File: src/rtl/rxe_pkg.sv
package rxe_pkg;
  localparam int unsigned NBUF = 2;
  localparam int unsigned SEL_W = 1;

  typedef struct packed {
    logic vld;
    logic par;
    logic frm;
  } rxe_xfer_t;

  function automatic logic xfer_bad(rxe_xfer_t x);
    return x.par | x.frm;
  endfunction
endpackage

File: src/rtl/rxe_ofs_cnt.sv
module rxe_ofs_cnt #(
  parameter int unsigned BUF_DEPTH = 64,
  localparam int unsigned OFS_W = (BUF_DEPTH > 1) ? $clog2(BUF_DEPTH) : 1
) (
  input  logic             clk_i,
  input  logic             rst_ni,
  input  logic             start_i,
  input  logic             step_i,
  output logic [OFS_W-1:0] cnt_o
);
  localparam logic [OFS_W-1:0] CNT_MAX = OFS_W'(BUF_DEPTH - 1);

  logic [OFS_W-1:0] cnt_q, cnt_d;

  always_comb begin
    cnt_d = cnt_q;
    if (start_i) begin
      cnt_d = (step_i && CNT_MAX != '0) ? OFS_W'(1) : '0;
    end else if (step_i && cnt_q != CNT_MAX) begin
      cnt_d = cnt_q + OFS_W'(1);
    end
  end

  always_ff @(posedge clk_i or negedge rst_ni) begin
    if (!rst_ni) cnt_q <= '0;
    else         cnt_q <= cnt_d;
  end

  assign cnt_o = cnt_q;
endmodule

File: src/rtl/rxe_first_cap.sv
module rxe_first_cap #(
  parameter int unsigned OFS_W = 6
) (
  input  logic             clk_i,
  input  logic             rst_ni,
  input  logic             start_i,
  input  logic             step_i,
  input  logic             bad_i,
  input  logic [OFS_W-1:0] cnt_i,
  output logic             vld_o,
  output logic [OFS_W-1:0] ofs_o
);
  logic             vld_q, vld_d;
  logic [OFS_W-1:0] ofs_q, ofs_d;
  logic             hit;

  assign hit = step_i & bad_i;

  always_comb begin
    vld_d = vld_q;
    ofs_d = ofs_q;
    if (start_i) begin
      // byte in the start cycle lands at offset 0
      vld_d = hit;
      ofs_d = '0;
    end else if (hit && !vld_q) begin
      vld_d = 1'b1;
      ofs_d = cnt_i;
    end
  end

  always_ff @(posedge clk_i or negedge rst_ni) begin
    if (!rst_ni) begin
      vld_q <= 1'b0;
      ofs_q <= '0;
    end else begin
      vld_q <= vld_d;
      ofs_q <= ofs_d;
    end
  end

  assign vld_o = vld_q;
  assign ofs_o = ofs_q;
endmodule

File: src/rtl/rxe_ovf_flag.sv
module rxe_ovf_flag (
  input  logic clk_i,
  input  logic rst_ni,
  input  logic dma_en_i,
  input  logic ovf_evt_i,
  output logic ovf_o
);
  logic en_q, ovf_q, ovf_d, en_rise;

  assign en_rise = dma_en_i & ~en_q;

  always_comb begin
    ovf_d = ovf_q;
    if (dma_en_i && ovf_evt_i) ovf_d = 1'b1;
    else if (en_rise)          ovf_d = 1'b0;
  end

  always_ff @(posedge clk_i or negedge rst_ni) begin
    if (!rst_ni) begin
      en_q  <= 1'b0;
      ovf_q <= 1'b0;
    end else begin
      en_q  <= dma_en_i;
      ovf_q <= ovf_d;
    end
  end

  assign ovf_o = ovf_q;
endmodule

File: src/rtl/rxe_err_ofs_trk.sv
module rxe_err_ofs_trk #(
  parameter int unsigned BUF_DEPTH = 64,
  localparam int unsigned NBUF = rxe_pkg::NBUF,
  localparam int unsigned OFS_W = (BUF_DEPTH > 1) ? $clog2(BUF_DEPTH) : 1
) (
  input  logic                  clk_i,
  input  logic                  rst_ni,
  input  logic                  dma_en_i,
  input  logic                  xfer_vld_i,
  input  logic                  par_err_i,
  input  logic                  frm_err_i,
  input  logic                  buf_sel_i,
  input  logic [NBUF-1:0]       buf_start_i,
  input  logic                  ovf_evt_i,
  output logic [NBUF-1:0]       err_vld_o,
  output logic [NBUF*OFS_W-1:0] err_ofs_o,
  output logic                  rx_ovf_o
);
  import rxe_pkg::*;

  rxe_xfer_t xfer;
  logic      bad;

  assign xfer = '{vld: xfer_vld_i, par: par_err_i, frm: frm_err_i};
  assign bad  = xfer_bad(xfer);

  for (genvar b = 0; b < NBUF; b++) begin : g_buf
    logic             step;
    logic [OFS_W-1:0] cnt;

    assign step = xfer.vld && (buf_sel_i == SEL_W'(b));

    rxe_ofs_cnt #(.BUF_DEPTH(BUF_DEPTH)) u_cnt (
      .clk_i   (clk_i),
      .rst_ni  (rst_ni),
      .start_i (buf_start_i[b]),
      .step_i  (step),
      .cnt_o   (cnt)
    );

    rxe_first_cap #(.OFS_W(OFS_W)) u_cap (
      .clk_i   (clk_i),
      .rst_ni  (rst_ni),
      .start_i (buf_start_i[b]),
      .step_i  (step),
      .bad_i   (bad),
      .cnt_i   (cnt),
      .vld_o   (err_vld_o[b]),
      .ofs_o   (err_ofs_o[b*OFS_W +: OFS_W])
    );
  end

  rxe_ovf_flag u_ovf (
    .clk_i     (clk_i),
    .rst_ni    (rst_ni),
    .dma_en_i  (dma_en_i),
    .ovf_evt_i (ovf_evt_i),
    .ovf_o     (rx_ovf_o)
  );
endmodule

File: config.mk
export PLATFORM = sky130hd
export DESIGN_NAME = rxe_err_ofs_trk
export DESIGN_NICKNAME = d
export VERILOG_FILES = /design/src/rtl/rxe_pkg.sv /design/src/rtl/rxe_ofs_cnt.sv /design/src/rtl/rxe_first_cap.sv /design/src/rtl/rxe_ovf_flag.sv /design/src/rtl/rxe_err_ofs_trk.sv
export SDC_FILE = /design/constraint.sdc
export NUM_CORES = 1
export LEC_CHECK = 0
export BUFFER_PORTS_ARGS = -buffer_cell sky130_fd_sc_hd__buf_2
export CORE_MARGIN = 4
export CORE_UTILIZATION = 45
export CTS_CLUSTER_DIAMETER = 100
export DETAILED_ROUTE_END_ITERATION = 8
export GPL_TIMING_DRIVEN = 1
export PLACE_DENSITY = 0.66
export SLEW_MARGIN = 40
export SYNTH_ARGS = -nofsm -noshare
export SYNTH_HDL_FRONTEND = slang
export SYNTH_SLANG_ARGS = --single-unit
File: constraint.sdc
create_clock -name clk_i -period 3.6 [get_ports clk_i]
set_input_delay 0.54 -clock clk_i [delete_from_list [all_inputs] [get_ports clk_i]]
set_output_delay 0.54 -clock clk_i [all_outputs]
set_load 0.005 [all_outputs]
; ---- Word-level counts from Yosys, hierarchy flattened
; Index checks and enable logic that the tools add are counted.
[word_totals]
register_bits = 28
output_inout_bits = 15
word_cells = 48
[classes]
n_addsub = 2
n_eq_ne = 2
mux = 16
bitwise = 6
n_reduce_logical = 14
[ops]
columns = op, n
row1 = $mux 6, 8
row2 = $add 6x1->6 const B, 2
row3 = $ne 6x6->1 const B, 2
row4 = $reduce_bool 2->1, 5
row5 = $mux 1, 8
row6 = $logic_and 1x1->1, 7
row7 = $and 1x1->1, 3
row8 = $logic_not 1->1, 2
row9 = $not 1->1, 2
row10 = $or 1x1->1, 1

; ---- Logic depth before layout (Yosys ltp)
; Gate-level depths: netlist of run 1.
[depth]
ltp_word = 6
depth_mapped = 5

; ---- Modules after synthesis
; A second synthesis of run 1 with hierarchy kept.
[unflattened]
hier_cells = 137
hier_area_um2 = 1478.9
[modules_own_cells]
columns = mod, n_inst, cells_per_inst, area_per_inst_um2
row1 = rxe_ofs_cnt, 2, 34, 349.1
row2 = rxe_first_cap, 2, 31, 346.6
row3 = rxe_ovf_flag, 1, 4, 65.1
row4 = rxe_err_ofs_trk, 1, 3, 22.5

; ---- Worst setup path after synthesis of run 1
; No wires, ideal clock.
[synth_path]
path_type = input port to flip-flop
startpoint = in buf_sel_i
endpoint = reg g_buf[0].u_cnt.cnt_q[5]
setup_ns = 0.120
arrival_ns = 1.390
setup_slack_ns = 2.091
stages = 4
cell_sequence = buf_4 nand4b_4 or4_1 and3_1
[synth_between]
elab_chain_cells = 4
[synth_lines]
columns = element, line_no
row1 = start: declaration, rxe_err_ofs_trk.sv:12  ; input logic buf_sel_i,
row2 = $not 1->1, rxe_err_ofs_trk.sv:31  ; assign step = xfer.vld && (buf_sel_i == SEL_W'(b));
row3 = $logic_and 1x1->1, rxe_err_ofs_trk.sv:31
row4 = $logic_and 1x1->1, rxe_ofs_cnt.sv:19  ; end else if (step_i && cnt_q != CNT_MAX) begin
row5 = $reduce_bool 2->1 (no line), n/a
row6 = end signal: assignment, rxe_ofs_cnt.sv:26  ; else cnt_q <= cnt_d;
row7 = end: declaration, rxe_ofs_cnt.sv:13  ; logic [OFS_W-1:0] cnt_q, cnt_d;
; Every way passes these cells.
; A chain may end at the register's enable or synchronous reset.

; ---- Final worst setup path of run 1
[layout_path]
startpoint = reg g_buf[1].u_cnt.cnt_q[0]
endpoint = reg g_buf[1].u_cnt.cnt_q[3]
[layout_between]
elab_chain_cells = 3
elab_cells_between_ends = 6
cone_classes = 1 x add/sub / 1 x eq/ne / 2 x mux / 2 x reduce/logical
[layout_lines]
columns = element, line_no
row1 = start: declaration, rxe_ofs_cnt.sv:13
row2 = start signal: assignment, rxe_ofs_cnt.sv:26
row3 = $add 6x1->6 / $ne 6x6->1 (equally long branches), "rxe_ofs_cnt.sv:20, rxe_ofs_cnt.sv:19"
row4 = $mux 6 / $logic_and 1x1->1 (equally long branches), rxe_ofs_cnt.sv:19
row5 = $mux 6 / $reduce_bool 2->1 (equally long branches), n/a
; Parallel ways exist; a longest one is shown, timed or not. The select of a mux whose other input is x is not followed.

==> results.cfg, run 1 <==
[worst_setup_path]
worstPathCellList = ha_1, and3b_1, a211oi_2, mux2_1
crit_path_start = g_buf[1].u_cnt.cnt_o[0]
cpLargestDelayFamily = flip-flops
cp.arrival_ns = 1.85
worstSetupEndpointType = register
rrSetupSlack_ns = 1.99
rr_worst_depth = 4
path_buf_inv = 0
crit_path_max_incr_delay_ns = 0.45
endpoint = g_buf[1].u_cnt.cnt_o[3]
path_max_fanout = 5
reg2reg_to = g_buf[1].u_cnt.cnt_o[3]
cp.depth = 4
worstSetupPathType = reg -> reg
r2r_start = g_buf[1].u_cnt.cnt_o[0]
crit_slowest_cell = dfrtp_1
start_kind = register
critical_path_required_ns = 3.84

[sta]
finClkSkew_ns = 0.009512
final_hold_viol_count = 0
rsz0062_at_grt = false
fin_crit_sh_pct = 44.70
fmax_mhz = 621.4
drv_slew = 0
fin_crit_ns = 1.609
fin_tns_setup_ns = 0
max_slew_margin_pct = 58.06
tightest_slew_ns = 0.6291
finalSetupViolations = 0

[cells_and_area]
instances_no_fill = 212
design_area_sq_um = 1643
layout-drive-gt1-share_pct = 19.05
layout_commonest_cell = dfrtp_1
syn2layout_area_growth_pct = 11.56
nNetsFinal = 181
final_cell_mix = dfrtp_1 (28), buf_2 (24), a21oi_1 (17), nand3_1 (11), o21ai_0 (9)
insertedDiodeCount = 0
fill_cells = 328

[drt]
routed_wl_mm = 2.991
route.detailed.wl_per_inst_um = 14.11
post_drt_via_cell_ratio = 5.632
drt_iter0_markers = 51
post-route-drc-count = 0
via_count = 1194
dr.pass1.iters = 4
drtAntennaViolNets = 0

[clocking]
numCtsBuffers = 3
cts.sinks = 28
post_cts_resized = 0
clk_latency_ns = 0.33
post_cts_buffers = 0
clkTransAtPathRegs_ns = 0.16
cts_buffer_depth = 2
htree_num_levels = 1
cts_tree = done
postCtsHoldBufs = 0
clock-root-buffer = clkbuf_4

[yosys]
synth_warnings = 0
synth_top_family_by_area = compound AO/OA/AOI/OAI gates
synth_xor_area_share_pct = 0
synth-seq-cells = 28
muxShareOfSynthArea_pct = 1.529
yosysTopAreaCell = dfrtp_1
ys_types = 48
syn_area_sq_um = 1473
synthesis.nets = 161
synthesis.instances = 149
synth.yosys.seq_area_share_pct = 47.58
synthArstFlopShare_pct = 100.0
synth-edff-count = 0
synthSimpleGateAreaFrac_pct = 20.39
yosys_most_used_dff = dfrtp_1
synth_compound_area_share_pct = 22.60
avgSynthCellArea_sq_um = 9.884
synthAdderAreaFrac_pct = 1.699
synth_top_area_share_pct = 47.58
yosys-top-cells-area = dfrtp_1 (48%), a21oi_1 (5.8%), nand3_1 (3.7%)

[pwr]
power_density_nw_per_um2 = 365.0
ir_drop_uv = 149.0
total_leakage_power_uw = 0.0007557

[global_route]
track_usage_pct = 15.64
grt_pass1_wl_mm = 5.333
grt_max_degree = 29
antenna_found_initial = 0
grt_pass1_vias = 1195
gr-total-overflow = 0

[floorplan]
start_util_pct = 47.46
die_h_um = 65.21
io_pins = 25
dieWidth_um = 65.21
core-area_sq_um = 3103
row_count = 20
dieArea_sq_um = 4252

[placement]
place_area_sq_um = 1590
post-place-cells = 208
globalplace.congestion = 0.8989
dp_hpwl_mm = 2.217
io_buffers = 24

[job]
maxCapViolations = 0

[outcome]
outcome = finished clean

[hold_path]
hp-class = in -> async
-- how the worst min path moves through the flow --
stage	start	endpoint	slack [ns]	depth (start not counted)
5_1_grt	rst_ni	g_buf[0].u_cap.ofs_o[0]	0.22	1
3_3_place_gp	u_ovf.ovf_o	u_ovf.ovf_o	0.48	1
4_1_cts	rst_ni	g_buf[1].u_cnt.cnt_o[1]	0.21	1
6_report	rst_ni	g_buf[0].u_cap.ofs_o[1]	0.20	1
2_1_floorplan	rst_ni	g_buf[0].u_cap.ofs_o[0]	0.24	0
3_5_place_dp	u_ovf.ovf_o	u_ovf.ovf_o	0.50	1
-- worst register-to-register path, stage by stage, from the launching register on --
cell and delay (ns):
dfrtp_1 0.45, ha_1 0.24, and3b_1 0.24, a211oi_2 0.24, mux2_1 0.33
-- per-stage QoR --
stage / util [%] / hold WS (ns) / setup slack (ns) / power, uW
CTS: 52.94 / 0.2067 / 1.991 / 605.1
global placement: 51.25 / 0.4781 / 1.859 / 394.5
global route: 52.94 / 0.2244 / 1.942 / 630.1
detailed placement: 51.25 / 0.5016 / 1.825 / 396.0
floorplan: - / 0.2444 / 2.091 / 375.8
finish: 52.94 / 0.1989 / 1.991 / 599.6
-- synth_stat cells, drive strengths merged (3+ instances only) --
cell and number:
and3 3, a21oi 17, o21ai 10, o31ai 6
nand3 12, dfrtp 28, nand2 4, nand4 7
nor2 4, buf 7, nor2b 5, inv 8
a211oi 3
-- power breakdown --
| group | internal, uW | switching (uW) | leakage, uW |
|---|---|---|---|
| clock | 113 | 96.8 | 0.0000279 |
| combinational | 19.1 | 36.9 | 0.000348 |
| sequential | 323 | 11.0 | 0.000380 |
| total | 455 | 145 | 0.000756 |
-- flip-flops by register name, indices dropped and copies added, names as in the netlist --
register and cells:
g_buf.u_cap.vld_o 2, g_buf.u_cnt.cnt_o 12, u_ovf.ovf_o 1, g_buf.u_cap.ofs_o 12
u_ovf.en_q 1
-- layer usage --
metal | vias to the layer above | routed length (um) | global-route usage, %
li1 | 597 | - | -
met1 | 570 | 1515 | 22.19
met2 | 25 | 1303 | 23.51
met3 | 2 | 153 | 2.735
met4 | 0 | 18 | 6.477
met5 | - | 0 | 0
-- cells by family (layout without fill, tap and decap cells) --
| group | after synthesis | in the layout |
|---|---|---|
| AND/OR/NAND/NOR | 48 | 48 |
| multiplexers | 2 | 2 |
| adder cells (fa/ha/maj) | 2 | 2 |
| flip-flops | 28 | 28 |
| AO/OA/AOI/OAI | 51 | 51 |
| buffers and inverters | 18 | 37 |
-- area by class of cell --
cell class / instances / area (sq um) / area share (%)
inverter: 9 / 33.78 / 2.056
timing repair buffer: 24 / 120.1 / 7.311
sequential: 28 / 700.7 / 42.65
multi-input combinational: 103 / 680.7 / 41.43
tap: 44 / 55.05 / 3.351
clock buffer: 3 / 22.52 / 1.371
clock inverter: 1 / 30.03 / 1.828
Power figures use the tool's default switching activity.
==> run 2, diff against run 1 <==
ABC_AREA = 1   (was not set)
PLACE_DENSITY = 0.69   (was 0.66)
clock period = 1.4 ns   (was 3.6 ns; I/O delays follow)
==> results.cfg, run 2 <==
[yosys]
synth_top_area_share_pct = 48.11
yosysTopAreaCell = dfrtp_1
yosys_most_used_dff = dfrtp_1
synth-seq-cells = 28
synthesis.nets = 195
avgSynthCellArea_sq_um = 7.958
syn_area_sq_um = 1456
synth-edff-count = 0
synth_warnings = 0
synthMostInstantiatedCell = nand2_1
synth_common_cells = nand2_1 (65), dfrtp_1 (28), inv_1 (17), nand3_1 (17), nor2_1 (13)
synthArstFlopShare_pct = 100.0
ys_types = 23
yosys-top-cells-area = dfrtp_1 (48%), nand2_1 (17%), nand3_1 (5.8%)
synthesis.instances = 183
synth.yosys.seq_area_share_pct = 48.11

[sta]
fmax_mhz = 778.0
final_hold_viol_count = 0
max_slew_margin_pct = 58.27
rsz0062_at_grt = false
tightest_slew_ns = 0.6259
finClkSkew_ns = 0.001888
finalSetupViolations = 0
drv_slew = 0
layout_setup_ws_ns = 0.1147
fin_crit_ns = 1.285
fin_crit_sh_pct = 91.81
fin_tns_setup_ns = 0

[job]
maxCapViolations = 0

[placement]
post-place-cells = 249
dp_hpwl_mm = 2.309
dpl_worst_slack_ns = 0.1062
globalplace.congestion = 0.8529
io_buffers = 24
place_area_sq_um = 1618

[floorplan]
core-area_sq_um = 3078
dieWidth_um = 64.89
start_util_pct = 47.32
row_count = 20
die_h_um = 64.89
io_pins = 25
dieArea_sq_um = 4211

[clocking]
numCtsBuffers = 3
clock-root-buffer = clkbuf_4
cts.sinks = 28
cts_buffer_depth = 2
htree_num_levels = 1
cts_tree = done
clkTransAtPathRegs_ns = 0.15
clk_latency_ns = 0.33

[pwr]
power.share.clock_pct = 34.0
total_leakage_power_uw = 0.0009360
p_sw_share_pct = 24.22
ir_drop_uv = 474.7
p_switching_uw = 381.4
share_seq_of_total_power_pct = 54.7
p_int_uw = 1193
power_density_nw_per_um2 = 925.4
p_comb_share_pct = 11.3

[worst_setup_path]
worstSetupPathType = reg -> reg
crit_path_max_incr_delay_ns = 0.45
cp.arrival_ns = 1.54
start_kind = register
path_max_fanout = 5
crit_slowest_cell = dfrtp_1
crit_top_cell = nand2_1
worstSetupEndpointType = register
worstPathCellList = ha_1, nand2_1, o21ai_0, nand3_1, nand2_1, inv_1
critical_path_required_ns = 1.65

[drt]
routed_wl_mm = 3.047
dr.pass1.iters = 5
via_count = 1247
post-route-drc-count = 0
post_drt_via_cell_ratio = 4.871
drtAntennaViolNets = 0
route.detailed.wl_per_inst_um = 11.90
drt_iter0_markers = 69

[cells_and_area]
instances_no_fill = 256
final_util_pct = 55.28
design_area_sq_um = 1702
syn2layout_area_growth_pct = 16.84
insertedDiodeCount = 0
final_cell_mix = nand2_1 (65), dfrtp_1 (27), buf_2 (24), inv_1 (17), nand3_1 (17)
layout-drive-gt1-share_pct = 25.00
layout_commonest_cell = nand2_1
nNetsFinal = 225

[global_route]
grt_pass1_wl_mm = 5.250
grt_pass1_vias = 1212
grt_max_degree = 29
antenna_found_initial = 0
track_usage_pct = 15.86
gr-total-overflow = 0

[hold_path]
hp-class = in -> reg

[outcome]
outcome = finished clean
## run 2: kinds of logic after synthesis
| family | count (synthesis) | share of synthesized area [%] |
|---|---|---|
| fa+ha+maj | 2 | 1.718 |
| buf+inv | 24 | 7.645 |
| flops | 28 | 48.11 |
| compound gates | 19 | 8.332 |
| simple gates | 110 | 34.19 |
## run 2: worst max-delay path, delay by kind of cell, from the launching register on
family / cells / cell delay (ns)
buffers and inverters: 1 / 0.03
AND/OR/NAND/NOR: 3 / 0.28
flip-flops: 1 / 0.45
AO/OA/AOI/OAI: 1 / 0.20
adder cells (fa/ha/maj): 1 / 0.25
## run 2: path summary, 6_finish.rpt
| check | from | endpoint | slack (ns) | cells after the start |
|---|---|---|---|---|
| setup / recovery | g_buf[1].u_cnt.cnt_o[1] | g_buf[1].u_cnt.cnt_o[4] | 0.11 | 6 |
| hold / removal | ovf_evt_i | u_ovf.ovf_o | 0.08 | 3 |
| setup reg to reg | g_buf[1].u_cnt.cnt_o[1] | g_buf[1].u_cnt.cnt_o[4] | 0.11 | 6 |
| hold reg to reg | g_buf[0].u_cap.ofs_o[2] | g_buf[0].u_cap.ofs_o[2] | 0.49 | 2 |
| max in group asynchronous | rst_ni | g_buf[0].u_cnt.cnt_o[1] | 0.55 | 2 |
| min in group asynchronous | rst_ni | g_buf[1].u_cap.ofs_o[2] | 0.41 | 2 |
## run 2: power groups by stage
| stage | Combinational (uW) | Clock, uW | Sequential (uW) |
|---|---|---|---|
| 4_1_cts | 176 | 547 | 861 |
| 5_1_grt | 201 | 592 | 866 |
| 2_1_floorplan | 106 | 0 | 872 |
| 3_3_place_gp | 165 | 0 | 874 |
| 3_5_place_dp | 170 | 0 | 877 |
| 6_report | 177 | 536 | 862 |
## run 2: layout make-up
type	instances	area, sq um
Sequential cell	28	701.9
Multi-Input combinational cell	131	646.9
Clock buffer	3	22.52
Timing Repair Buffer	31	177.7
Inverter	18	67.56
Tap cell	44	55.05
Fill cell	289	1376
Clock inverter	1	30.03
## run 2: timing repair
item,4_1_cts,5_1_grt
endpoints found under the setup margin,0,2
hold buffers,2,0
resized for setup,0,2
hold endpoints to repair,29,0
setup buffers,0,1
## run 2: per-stage QoR
step                      hold slack (ns)  total power, uW
after floorplan                  -0.08559            978.4
after global placement             0.2479             1039
after detailed placement           0.2610             1047
after CTS                         0.08216             1585
after global routing              0.07659             1659
final                             0.08016             1575
## run 2: per-layer routing
metal | global-route usage, % | up-vias | share of wire, %
li1 | - | 636 | -
met1 | 19.82 | 562 | 46
met2 | 27.59 | 40 | 47
met3 | 2.080 | 9 | 4.2
met4 | 6.069 | 0 | 2.5
met5 | 0 | - | 0
==> run 3, diff against run 2 <==
CORE_ASPECT_RATIO = 1.25   (was not set)
==> results.cfg, run 3 (synthesis gave the netlist of run 2 again) <==
[worst_setup_path]
worstSetupEndpointType = register
worstSetupPathType = reg -> reg
critical_path_required_ns = 1.64
crit_path_max_incr_delay_ns = 0.45
path_max_fanout = 8
cpLargestDelayFamily = flip-flops
path_buf_inv = 0
crit_top_cell = nand2_2
crit_slowest_cell = dfrtp_1
worstPathCellList = ha_2, nand2_2, nor2_4, nand2_2, nand2_4, nand2_1, o21ai_0
start_kind = register
cp.arrival_ns = 1.54

[global_route]
grt_max_degree = 29
track_usage_pct = 15.90
grtUsageMet3_pct = 2.342
use_met2_pct = 28.26
antenna_found_initial = 0
gr-total-overflow = 0
use_met1_pct = 18.51
top_usage_layer = met2
grt_pass1_wl_mm = 5.333
grt_pass1_vias = 1291

[outcome]
outcome = finished clean

[sta]
final_hold_viol_count = 0
layout_setup_ws_ns = 0.09733
max_slew_margin_pct = 58.86
tightest_slew_ns = 0.6171
drv_slew = 0
finClkSkew_ns = 0.002339
finalSetupViolations = 0
fin_crit_ns = 1.303
fin_crit_sh_pct = 93.05
fmax_mhz = 767.7
fin_tns_setup_ns = 0

[pwr]
ir_drop_uv = 419.8
total_leakage_power_uw = 0.0009224
power_density_nw_per_um2 = 824.1

[cells_and_area]
insertedDiodeCount = 0
layout_commonest_cell = nand2_1
final_util_pct = 55.08
final_cell_mix = nand2_1 (65), dfrtp_1 (28), buf_2 (24), inv_1 (17), nand3_1 (17)
instances_no_fill = 246
syn2layout_area_growth_pct = 14.52
nNetsFinal = 224
layout-drive-gt1-share_pct = 24.29

[clocking]
cts.sinks = 28
numCtsBuffers = 3
clkTransAtPathRegs_ns = 0.14
cts_tree = done
htree_num_levels = 1
clk_latency_ns = 0.32
cts_buffer_depth = 2
clock-root-buffer = clkbuf_4

[floorplan]
dieArea_sq_um = 4216
dieWidth_um = 58.89
die_h_um = 71.61
row_count = 22
io_pins = 25
start_util_pct = 48.10
core-area_sq_um = 3028

[placement]
io_buffers = 24
globalplace.congestion = 0.8489
dpl_worst_slack_ns = 0.1202
post-place-cells = 240
dp_hpwl_mm = 2.345

[drt]
route.detailed.wl_per_inst_um = 12.23
post_drt_via_cell_ratio = 4.992
drt_iter0_markers = 45
routed_wl_mm = 3.008
dr.pass1.iters = 4
via_count = 1228
post-route-drc-count = 0
drtAntennaViolNets = 0

[job]
maxCapViolations = 0

[hold_path]
hp-class = in -> reg
run 3: changes by cell type in the layout (fill, tap and decap cells not counted), sizes merged:
cell / before / now
buf: 29 / 28
bufinv: 1 / 0
run 3: metrics by stage:
| step | total power, uW | hold WS, ns | instance area (sq um) |
|---|---|---|---|
| 6_report | 1374 | 0.07255 | 1668 |
| 5_1_grt | 1446 | 0.08842 | 1668 |
| 4_1_cts | 1385 | 0.06760 | 1655 |
| 3_5_place_dp | 1055 | 0.2668 | 1613 |
| 3_3_place_gp | 1045 | 0.2527 | 1613 |
| 2_1_floorplan | 978.4 | -0.08559 | 1456 |
run 3: final cells by class:
cell class / count / area (sq um)
Fill cell: 289 / 1360
Sequential cell: 28 / 700.7
Multi-Input combinational cell: 131 / 649.4
Timing Repair Buffer: 30 / 182.7
Inverter: 18 / 67.56
Tap cell: 36 / 45.04
Clock buffer: 3 / 22.52
run 3: tightest hold or removal path, delay by kind of cell:
kind                   cells  cell delay (ns)
and+or+nand+nor            2             0.09
buffers and inverters      1             0.07
run 3: power breakdown:
part | internal, uW | switching [uW] | leakage (uW)
Sequential | 836 | 24.6 | 0.000379
Combinational | 72.5 | 111 | 0.000530
Clock | 101 | 229 | 0.0000138
run 3: worst paths after layout:
kind | start | to | slack, ns | depth (start not counted)
worst max register to register | g_buf[0].u_cnt.cnt_o[1] | g_buf[0].u_cnt.cnt_o[0] | 0.1 | 7
worst min register to register | g_buf[0].u_cap.ofs_o[5] | g_buf[0].u_cap.ofs_o[5] | 0.49 | 2
worst max-delay path | g_buf[0].u_cnt.cnt_o[1] | g_buf[0].u_cnt.cnt_o[0] | 0.1 | 7
min in group asynchronous | rst_ni | u_ovf.ovf_o | 0.42 | 2
worst min-delay path | ovf_evt_i | u_ovf.ovf_o | 0.07 | 3
max in group asynchronous | rst_ni | g_buf[1].u_cnt.cnt_o[3] | 0.58 | 2
run 3: routing by layer:
metal / wire (um) / vias up / share of wire [%]
met5: 0 / - / 0
met4: 48 / 0 / 1.6
met3: 113 / 6 / 3.8
met2: 1596 / 20 / 53
met1: 1249 / 571 / 42
li1: - / 631 / -
run 3: timing repair:
| item | CTS | global route |
|---|---|---|
| hold buffers | 2 | 0 |
| setup buffers | 0 | 1 |
| setup endpoints to repair | 0 | 6 |
| endpoints found under the hold margin | 29 | 0 |
| resized for setup | 0 | 2 |
